## config.mk

```make
export PLATFORM = sky130hd
export DESIGN_NAME = smrc_top
export DESIGN_NICKNAME = d
export VERILOG_FILES = /design/src/rtl/smrc_pkg.sv /design/src/rtl/smrc_sync.sv /design/src/rtl/smrc_deglitch.sv /design/src/rtl/smrc_core.sv /design/src/rtl/smrc_top.sv
export SDC_FILE = /design/constraint.sdc
export NUM_CORES = 1
export LEC_CHECK = 0
export ABC_AREA = 1
export BUFFER_PORTS_ARGS = -buffer_cell sky130_fd_sc_hd__buf_4
export CAP_MARGIN = 30
export CORE_MARGIN = 10
export CORE_UTILIZATION = 55
export CTS_BUF_LIST = sky130_fd_sc_hd__clkbuf_16
export DETAILED_ROUTE_END_ITERATION = 8
export PLACE_DENSITY_LB_ADDON = 0.15
export REMOVE_ABC_BUFFERS = 1
export SYNTH_ARGS = -nofsm -noshare
export SYNTH_HDL_FRONTEND = slang
export SYNTH_SLANG_ARGS = --single-unit
```

## constraint.sdc

```tcl
create_clock -name clk_i -period 1.67 [get_ports clk_i]
set_clock_uncertainty 0.2 [all_clocks]
set_input_delay 0.2505 -clock clk_i [delete_from_list [all_inputs] [get_ports clk_i]]
set_output_delay 0.2505 -clock clk_i [all_outputs]
set_load 0.05 [all_outputs]
```

## src/rtl/smrc_pkg.sv

```systemverilog
`timescale 1ns/1ps
package smrc_pkg;

    // Reset-cause register layout: software decodes these positions.
    localparam int RSRC_W  = 8;
    localparam int POR_BIT = 1;
    localparam int EXT_BIT = 0;

    typedef enum logic {
        ST_HOLD = 1'b0,
        ST_RUN  = 1'b1
    } ctl_state_e;

    typedef struct packed {
        logic por;
        logic ext;
    } rsrc_flags_t;

    typedef struct packed {
        logic pwr;
        logic ext;
    } cause_t;

    localparam rsrc_flags_t FLAGS_PWR = '{por: 1'b1, ext: 1'b0};
    localparam rsrc_flags_t FLAGS_EXT = '{por: 1'b0, ext: 1'b1};

    // Settling interval in clock cycles; wide arithmetic avoids overflow.
    function automatic longint tmo_cycles(input longint hz, input longint us);
        return (hz * us) / 64'd1000000;
    endfunction

    function automatic logic [RSRC_W-1:0] pack_flags(input rsrc_flags_t f);
        logic [RSRC_W-1:0] v;
        v          = '0;
        v[POR_BIT] = f.por;
        v[EXT_BIT] = f.ext;
        return v;
    endfunction

endpackage

```

## src/rtl/smrc_sync.sv

```systemverilog
`timescale 1ns/1ps
module smrc_sync #(
    parameter int W      = 1,
    parameter int STAGES = 2
) (
    input  logic         clk_i,
    input  logic         rst_i,
    input  logic [W-1:0] d_i,
    output logic [W-1:0] q_o
);
    logic [W-1:0] stg [STAGES];

    for (genvar g = 0; g < STAGES; g++) begin : g_stage
        if (g == 0) begin : g_first
            always_ff @(posedge clk_i) begin
                if (rst_i) stg[g] <= '0;
                else       stg[g] <= d_i;
            end
        end else begin : g_next
            always_ff @(posedge clk_i) begin
                if (rst_i) stg[g] <= '0;
                else       stg[g] <= stg[g-1];
            end
        end
    end

    assign q_o = stg[STAGES-1];
endmodule

```

## src/rtl/smrc_deglitch.sv

```systemverilog
`timescale 1ns/1ps
module smrc_deglitch #(
    parameter int LEN = 3
) (
    input  logic clk_i,
    input  logic rst_i,
    input  logic d_i,
    output logic q_o
);
    localparam int CW = $clog2(LEN + 1);

    logic [CW-1:0] cnt;
    logic          q;

    // Output follows the input only after LEN consecutive differing samples.
    always_ff @(posedge clk_i) begin
        if (rst_i) begin
            q   <= 1'b0;
            cnt <= '0;
        end else if (d_i == q) begin
            cnt <= '0;
        end else if (cnt == CW'(LEN - 1)) begin
            q   <= d_i;
            cnt <= '0;
        end else begin
            cnt <= cnt + 1'b1;
        end
    end

    assign q_o = q;
endmodule

```

## src/rtl/smrc_core.sv

```systemverilog
`timescale 1ns/1ps
module smrc_core
    import smrc_pkg::*;
#(
    parameter int TMO = 100
) (
    input  logic        clk_i,
    input  logic        rst_i,
    input  cause_t      cause_i,
    output ctl_state_e  state_o,
    output rsrc_flags_t flags_o
);
    localparam int CW = $clog2(TMO + 1);

    ctl_state_e    state;
    rsrc_flags_t   flags;
    logic [CW-1:0] cnt;
    logic          pwr_seen;   // current hold contains a power-type cause

    always_ff @(posedge clk_i) begin
        if (rst_i) begin
            state    <= ST_HOLD;
            cnt      <= '0;
            flags    <= FLAGS_PWR;
            pwr_seen <= 1'b1;
        end else begin
            // Flag update: power-type causes dominate external ones.
            if (cause_i.pwr) begin
                flags    <= FLAGS_PWR;
                pwr_seen <= 1'b1;
            end else if (cause_i.ext && !(state == ST_HOLD && pwr_seen)) begin
                flags    <= FLAGS_EXT;
                pwr_seen <= 1'b0;
            end

            // Hold / settle sequencing: any cause restarts the interval.
            if (cause_i.pwr || cause_i.ext) begin
                state <= ST_HOLD;
                cnt   <= '0;
            end else if (state == ST_HOLD) begin
                if (cnt == CW'(TMO - 1)) begin
                    state <= ST_RUN;
                    cnt   <= '0;
                end else begin
                    cnt <= cnt + 1'b1;
                end
            end
        end
    end

    assign state_o = state;
    assign flags_o = flags;
endmodule

```

## src/rtl/smrc_top.sv

```systemverilog
`timescale 1ns/1ps
module smrc_top
    import smrc_pkg::*;
#(
    parameter int CLK_HZ       = 24_500_000,
    parameter int TIMEOUT_US   = 100_000,
    parameter int FILT_LEN     = 3,
    parameter int SYNC_STAGES  = 2,
    parameter bit MON_FIXED_ON = 1'b0
) (
    input  logic              clk_i,
    input  logic              rst_i,
    input  logic              sup_good_i,
    input  logic              mon_en_i,
    input  logic              ext_req_i,
    input  logic              wr_en_i,
    input  logic [RSRC_W-1:0] wr_data_i,
    output logic              rst_n_o,
    output logic [RSRC_W-1:0] flags_o
);
    localparam int TMO = int'(tmo_cycles(longint'(CLK_HZ), longint'(TIMEOUT_US)));

    logic [2:0]  raw_async;
    logic [2:0]  raw_sync;
    logic        sg_q;
    logic        ext_q;
    logic        men_q;
    logic        sg_filt;
    logic        mon_on;
    logic        sup_low;
    logic        sw_force;
    logic        unused_wr;
    cause_t      cause;
    ctl_state_e  state;
    rsrc_flags_t flags;

    assign raw_async = {mon_en_i, ext_req_i, sup_good_i};

    smrc_sync #(
        .W      (3),
        .STAGES (SYNC_STAGES)
    ) u_sync (
        .clk_i (clk_i),
        .rst_i (rst_i),
        .d_i   (raw_async),
        .q_o   (raw_sync)
    );

    assign sg_q  = raw_sync[0];
    assign ext_q = raw_sync[1];
    assign men_q = raw_sync[2];

    smrc_deglitch #(
        .LEN (FILT_LEN)
    ) u_filt (
        .clk_i (clk_i),
        .rst_i (rst_i),
        .d_i   (sg_q),
        .q_o   (sg_filt)
    );

    // Variant select: a fixed-on monitor ignores the enable pin.
    assign mon_on    = MON_FIXED_ON ? 1'b1 : men_q;
    assign sup_low   = mon_on & ~sg_filt;
    assign sw_force  = wr_en_i & wr_data_i[POR_BIT];
    assign unused_wr = ^wr_data_i;

    assign cause.pwr = sup_low | sw_force;
    assign cause.ext = ext_q;

    smrc_core #(
        .TMO (TMO)
    ) u_core (
        .clk_i   (clk_i),
        .rst_i   (rst_i),
        .cause_i (cause),
        .state_o (state),
        .flags_o (flags)
    );

    assign rst_n_o = (state == ST_RUN);
    assign flags_o = pack_flags(flags);
endmodule

```

[Yosys cells after proc, flatten, opt, wreduce, memory -nomap -nowiden]
Memories as Yosys holds them, arrays and structs flattened.
Index checks and enable logic that the tools add are counted.
Cells by class
  add/sub/neg operators: 2
  eq/ne operators: 3
  mux-type cells: 8
  bitwise operators: 8
  reduce and logical (&&, ||, !) cells: 8
Operators by type and width (number)
  adder 22 x 1 -> 22 bit (second input constant): 1
  equality test 22 bit (second input constant): 1
  two-way mux 22 bit: 1
  two-way mux 3 bit: 2
  two-way mux 1 bit: 5
  OR reduction 2 bit: 2
  inverter 1 bit: 3
  bitwise OR 1 bit: 3
  OR reduction 3 bit: 1
  adder 2 x 1 -> 2 bit (second input constant): 1
  AND 1 bit: 2
  equality test 2 bit (second input constant): 1
  logical AND 1 bit: 2
  AND reduction 2 bit: 1
  equality test 1 bit: 1
  logical NOT 1 bit: 1
  logical OR 1 bit: 1
Storage, ports and cells
  bits in registers: 28
  bits in writable memories: 6
  input port bits: 14
  output and inout bits: 9
  word-level logic and storage cells: 36
  memories: 1
Memory list
  u_sync.stg: words 2, bits a word 3, read ports 2, clocked after Yosys merged registers in 0, write ports 2, line smrc_sync.sv:11  | logic [W-1:0] stg [STAGES];

[Depth between registers and ports, before layout]
Gate-level depths: netlist (run 1).
  depth after elaboration: 5
  gate-level depth with buffers: 9
  depth with buffers taken out: 9

[By module]
A second synthesis (run 1) with hierarchy kept.
Unflattened totals
  cells, all modules: 257
  area total of the unflattened synthesis: 1741.7 um^2
Modules (own cells, without submodules)
  smrc_core: times used 1, cells each 211, area each 1381.3 um^2, sequential area each 500.5 um^2
  smrc_sync: times used 1, cells each 18, area each 165.2 um^2, sequential area each 120.1 um^2
  smrc_deglitch: times used 1, cells each 17, area each 131.4 um^2, sequential area each 60.1 um^2
  smrc_top: times used 1, cells each 11, area each 63.8 um^2, sequential area each 0.0 um^2

[Worst setup path before layout (run 1)]
No wires, ideal clock.
  kind: register -> register
  start point: register u_core.state, in the netlist u_core.state_o
  end point: register u_core.pwr_seen
  setup time: 0.118 ns
  arrival time: 1.459 ns
  data required time: 1.352 ns
  slack: -0.107 ns
  cell stages (with the launch flop): 6
  path buffers: 2
  clock period less this slack: 1.777 ns
  path through: dfxtp_1 -> buf_4 -> clkinv_1 -> buf_2 -> o21ai_0 -> nand2_1
Between the ends
  cells in the longest elaborated chain, start to end: 4
RTL lines
  from (decl): line smrc_core.sv:15  | ctl_state_e state;
  from (signal assigned): line smrc_core.sv:22  | state <= ST_HOLD;
  from (signal assigned): line smrc_core.sv:38  | state <= ST_HOLD;
  from (signal assigned): line smrc_core.sv:42  | state <= ST_RUN;
  inverter 1 bit
  logical AND 1 bit: line smrc_core.sv:31  | end else if (cause_i.ext && !(state == ST_HOLD && pwr_seen)) begin
  logical NOT 1 bit: line smrc_core.sv:31
  logical AND 1 bit: line smrc_core.sv:31
  to (signal assigned): line smrc_core.sv:25  | pwr_seen <= 1'b1;
  to (signal assigned): line smrc_core.sv:30  | pwr_seen <= 1'b1;
  to (signal assigned): line smrc_core.sv:33  | pwr_seen <= 1'b0;
  to (decl): line smrc_core.sv:18  | logic pwr_seen;
No other way between the ends.
A chain may end at the register's enable or synchronous reset.

==> flow_summary.json, run 1 <==
{
  "dieWidth_um": 78.3,
  "rows": 21,
  "avgSynthCellArea_sq_um": 6.91,
  "use_met1_pct": 15.4,
  "drv_slew": 0,
  "use_met2_pct": 23.5,
  "seq_area_frac_synth_pct": 36.4,
  "yosysTopAreaCell": "dfxtp_1",
  "crit_fanout": 1,
  "wl_per_cell_um": 11.6,
  "yosysMostFrequentCell": "nor2_1",
  "place_congestion": 0.916,
  "die_area_sq_um": 6140,
  "overflow": 0,
  "ys_ff_latch": 34,
  "fin_hold_ws_ns": 0.0607,
  "leakagePower_uw": 0.000898,
  "synth_common_cells": "57 x nor2_1, 51 x nand2_1, 36 x inv_1",
  "drc": 0,
  "grt_max_degree": 17,
  "die_y_um": 78.3,
  "drive_above_1_share_pct": 17.2,
  "fin_crit_ns": 1.59,
  "grt_busiest_layer": "met2",
  "grtUsageTotal_pct": 13.9,
  "antenna_found_initial": 0,
  "coreArea_sq_um": 3310,
  "async_flop_share_pct": 0,
  "clockBufferDepth": 2,
  "post-place-ws_ns": 0.0214,
  "holdCritPathClass": "primary input to flop",
  "syn_area_sq_um": 1870,
  "dr.pass1.iters": 4,
  "dpl.hpwl_mm": 2.85,
  "clk_pin_slew_ns": 0.05,
  "synth_top_area_share_pct": 36.4,
  "antenna_left": 0,
  "final_nets": 311,
  "cts_buffers": 5,
  "synth_cell_types": 31,
  "end_kind": "flop",
  "hold_viol": 0,
  "outcome": "complete, no violations",
  "clock.fmax_ghz": 0.631,
  "power.density_nw_per_um2": 818,
  "start_kind": "primary input",
  "cp.arrival_ns": 1.55,
  "area_delta_synth_final_pct": 19.0,
  "nFillCells": 282,
  "h-tree-depth": 2,
  "gr-usage-met3_pct": 4.67,
  "yosysWarnings": 0,
  "cts_tree": "built",
  "maxCapViolCount": 0,
  "antennaDiodeCount": 0,
  "num_vias": 1676,
  "fin_ws_ns": 0.0848,
  "synth_area_leaders": "dfxtp_1 36%, nor2_1 11%, nand2_1 10%, inv_1 7.2%, nand3_1 4.5%",
  "start_util_pct": 56.5,
  "portBuffers": 9,
  "wl_mm": 3.98,
  "netlist_instances": 271,
  "grt_pass1_wl_mm": 6.96,
  "rsz0062_at_grt": "yes",
  "finalPower_uw": 1820,
  "grt_pass1_vias": 1615,
  "finalSetupViolCount": 0,
  "cts.sinks": 34,
  "cts_root_buffer": "clkbuf_16",
  "ios": 23,
  "period_share_pct": 94.9,
  "required_ns": 1.63,
  "ys.flop_type": "dfxtp_1",
  "drtIter0Drc": 99,
  "synth_edf_count": 0,
  "via_per_inst": 4.90,
  "worst_skew_pair.late_latency_ns": 0.28,
  "crit_type": "primary input to flop",
  "ir_drop_mv": 0.691
}
## area by class of cell
type / count / area (sq um) / area share, %
Clock buffer: 5 / 125 / 5.62
Clock inverter: 3 / 16.3 / 0.730
Inverter: 38 / 143 / 6.40
Multi-Input combinational cell: 192 / 1000 / 45.1
Sequential cell: 34 / 684 / 30.7
Tap cell: 46 / 57.6 / 2.58
Timing Repair Buffer: 24 / 198 / 8.88
## layout by cell type, fill, tap and decap left out, types with 7 or more instances in the layout
master,Yosys,layout
a21oi_1,9,9
dfxtp_1,34,31
inv_1,36,36
nand2_1,51,51
nor2_1,57,57
nand3_1,17,16
dlygate4sd3_1,0,7
nand4_1,10,10
buf_4,8,17
xor2_1,7,7
## per-stage QoR
stage | utilization (%) | area [sq um] | cells | setup TNS (ns)
2_1_floorplan | - | 1800 | 264 | -8.31
3_3_place_gp | 59.6 | 1970 | 325 | 0
3_5_place_dp | 59.6 | 1970 | 325 | 0
4_1_cts | 66.0 | 2190 | 340 | 0
5_1_grt | 67.3 | 2230 | 342 | -0.0861
6_report | 67.3 | 2230 | 342 | 0
## report_power, final
group | total, uW | switching [uW] | internal (uW) | leakage [uW]
Combinational | 113 | 71.1 | 42.0 | 0.000553
Clock | 879 | 336 | 543 | 0.0000672
Sequential | 829 | 5.55 | 823 | 0.000277
## critical path, cell delays in order
cell and delay, ns:
dlygate4sd3_1 0.53, buf_4 0.13, inv_1 0.05, nor2_1 0.04
dlygate4sd3_1 0.56
## worst paths after layout
| kind | endpoint | slack (ns) | cells past startpoint | start |
|---|---|---|---|---|
| max | u_sync.stg[0][0]$_SDFF_PP0_ | 0.08 | 5 | sup_good_i |
| min reg2reg | u_sync.stg[1][2]$_SDFF_PP0_ | 0.20 | 2 | u_sync.stg[0][2]$_SDFF_PP0_ |
| min | u_core.pwr_seen$_SDFFE_PP1P_ | 0.06 | 5 | wr_data_i[1] |
| max reg2reg | u_core.cnt[14]$_SDFFE_PP0N_ | 0.09 | 6 | u_core.cnt[1]$_SDFFE_PP0N_ |
## layer usage
metal | vias to the layer above | routed length, um
li1 | 888 | -
met1 | 748 | 1780
met2 | 32 | 1930
met3 | 8 | 196
met4 | 0 | 70
met5 | - | 0
## flip-flops by register name, summed over array words and instances (netlist names)
register / flops
u_filt.cnt: 2
u_core.flags_o: 1
u_filt.q_o: 1
u_core.pwr_seen: 1
u_core.cnt: 22
u_core.state_o: 1
u_sync.stg: 6
## cells by family after synthesis
kind of cell	Yosys count	synth area share, %
XOR/XNOR	9	4.21
AO/OA/AOI/OAI	19	6.55
buffers and inverters	50	12.2
AND/OR/NAND/NOR	156	39.1
adder cells (fa/ha/maj)	2	1.34
other	1	0.200
flip-flops	34	36.4
## timing repair
item / 4_1_cts / 5_1_grt
resized for setup: 0 / 8
hold buffers: 7 / 0
buffers inserted: 0 / 2
endpoints found under the hold margin: 6 / 0
endpoints found under the setup margin: 0 / 14
(Power assumes the default switching activity.)
==> run 2, diff against run 1 <==
--- a/config.mk
+++ b/config.mk
@@ -9,7 +9,7 @@
 export BUFFER_PORTS_ARGS = -buffer_cell sky130_fd_sc_hd__buf_4
 export CAP_MARGIN = 30
 export CORE_MARGIN = 10
-export CORE_UTILIZATION = 55
+export CORE_UTILIZATION = 52
 export CTS_BUF_LIST = sky130_fd_sc_hd__clkbuf_16
 export DETAILED_ROUTE_END_ITERATION = 8
 export PLACE_DENSITY_LB_ADDON = 0.15
==> constraint.sdc (replaced) <==
create_clock -name clk_i -period 1.41 [get_ports clk_i]
set_clock_uncertainty 0.2 [all_clocks]
set_input_delay 0.2115 -clock clk_i [delete_from_list [all_inputs] [get_ports clk_i]]
set_output_delay 0.2115 -clock clk_i [all_outputs]
set_load 0.05 [all_outputs]
==> run 2 against run 1 <==
- the flow now finishes with violations (setup timing)
- power is 31% higher
- global-route usage is 2.0 points higher
- final area is 19% higher
- critical path type is now flop to flop
- largest cell class unchanged
==> flow_summary.json, run 2 (synthesis results as in run 1) <==
{
  "wl_mm": 4.87,
  "final_nets": 342,
  "grt_max_degree": 17,
  "internal-power_uw": 1860,
  "power.density_nw_per_um2": 894,
  "grt_pass1_vias": 1766,
  "dieWidth_um": 80.0,
  "fin_cells": 373,
  "dr.pass1.iters": 4,
  "finalSetupViolCount": 21,
  "overflow": 0,
  "crit_fanout": 4,
  "crit_type": "flop to flop",
  "required_ns": 1.38,
  "fin_crit_ns": 1.55,
  "path_buf_inv": 2,
  "coreArea_sq_um": 3420,
  "portBuffers": 9,
  "path_cells": "ha_4 -> nand3_4 -> inv_4 -> nand2_4 -> nor2_4 -> buf_6 -> xor2_2 -> nor2_1",
  "met1_length_mm": 2.07,
  "clock_power_share_pct": 52.7,
  "place_congestion": 0.908,
  "reg_top3": "u_core.cnt (22), u_sync.stg (6), u_filt.cnt (2)",
  "drc": 0,
  "slowest_stage": "dfxtp_2",
  "antenna_left": 0,
  "top_register": "u_core.cnt",
  "leakagePower_uw": 0.00110,
  "violations": "setup timing",
  "period_share_pct": 110,
  "seqPwrFrac_pct": 41.2,
  "via_per_inst": 5.01,
  "die_y_um": 80.0,
  "finalPower_uw": 2380,
  "drv_slew": 0,
  "holdCritPathClass": "primary input to flop",
  "cts.sinks": 34,
  "drive_above_1_share_pct": 39.1,
  "maxCapViolCount": 0,
  "rsz0062_at_grt": "yes",
  "grt_pass1_wl_mm": 8.06,
  "die_area_sq_um": 6400,
  "num_vias": 1869,
  "antenna_found_initial": 0,
  "ios": 23,
  "post-place-ws_ns": -0.233,
  "highest_layer": "met4",
  "fin_ws_ns": -0.139,
  "start_kind": "flop",
  "clk_pin_slew_ns": 0.06,
  "hold_viol": 0,
  "slowest_delay_ns": 0.35,
  "crit_family": "simple AND/OR/NAND/NOR gates",
  "swShare_pct": 21.9,
  "comb_power_share_pct": 6.1,
  "wl_per_cell_um": 13.1,
  "fin_util_pct": 77.9,
  "clockBufferDepth": 2,
  "outcome": "finished with violations",
  "largest_reg_flops": 22,
  "cts_buffers": 5,
  "place_area_sq_um": 2210,
  "cp.arrival_ns": 1.52,
  "end_kind": "flop",
  "start_util_pct": 54.8,
  "cts_tree": "built",
  "grtUsageTotal_pct": 15.9,
  "h-tree-depth": 2,
  "dpl.hpwl_mm": 3.24,
  "ir_drop_mv": 0.763,
  "met2_length_mm": 2.40,
  "area_delta_synth_final_pct": 42.2,
  "place_inst": 356,
  "layout_commonest_cell": "buf_4",
  "wl_met3_um": 300,
  "cts_root_buffer": "clkbuf_16",
  "layout_common_cells": "49 x buf_4, 47 x nand2_1, 43 x nor2_1, 35 x inv_1, 18 x dfxtp_1",
  "rows": 21,
  "drtIter0Drc": 195,
  "worst_skew_pair.late_latency_ns": 0.28,
  "clock.fmax_ghz": 0.646,
  "antennaDiodeCount": 0,
  "final_area_sq_um": 2660,
  "switchingPower_uw": 520
}
run 2: per-stage QoR:
| step | hold slack (ns) | TNS, ns |
|---|---|---|
| after global placement | 0.189 | -1.92 |
| after global routing | 0.0235 | -3.63 |
| final | 0.0158 | -1.95 |
| after detailed placement | 0.192 | -2.95 |
| after floorplan | 0.0827 | -14.24 |
| after CTS | 0.0193 | -1.17 |
run 2: layer usage:
metal,vias up,GRT usage (%)
met5,-,0
met4,0,7.04
met3,13,5.29
met2,57,25.5
met1,849,18.7
li1,950,-
run 2: power by group through the flow:
stage          clock (uW)  combinational [uW]  sequential, uW
6_report             1250                 144             980
5_1_grt              1330                 156             981
4_1_cts              1260                 140             981
3_5_place_dp            0                 129            1000
3_3_place_gp            0                 127            1000
2_1_floorplan           0                75.5            1000
run 2: what timing repair did:
item / 4_1_cts / 5_1_grt
buffers inserted: 3 / 3
setup endpoints to repair: 20 / 23
hold endpoints to repair: 3 / 0
hold buffers: 3 / 0
gates resized for setup: 41 / 25
cloned: 0 / 0
pin swaps: 17 / 18
run 2: path summary, 6_finish.rpt:
kind | startpoint | end | slack (ns) | cells past startpoint
min | rst_i | u_sync.stg[1][2]$_SDFF_PP0_ | 0.02 | 3
max | u_core.cnt[1]$_SDFFE_PP0N_ | u_core.cnt[8]$_SDFFE_PP0N_ | -0.14 | 8
max reg2reg | u_core.cnt[1]$_SDFFE_PP0N_ | u_core.cnt[8]$_SDFFE_PP0N_ | -0.14 | 8
min reg2reg | u_sync.stg[0][2]$_SDFF_PP0_ | u_sync.stg[1][2]$_SDFF_PP0_ | 0.20 | 2
run 2: area by class of cell:
cell class                 count  area [sq um]
clock inverter                 3          45.0
timing repair buffer          55           444
tap                           46          57.6
sequential                    34           706
fill                         244           754
inverter                      38           146
multi-input combinational    192          1140
clock buffer                   5           125
run 2: worst reg2reg max path: stages (launching register included):
cell     delay, ns
dfxtp_2       0.35
ha_4          0.15
nand3_4       0.11
inv_4         0.11
nand2_4       0.05
nor2_4        0.14
buf_6         0.12
xor2_2        0.15
nor2_1        0.06
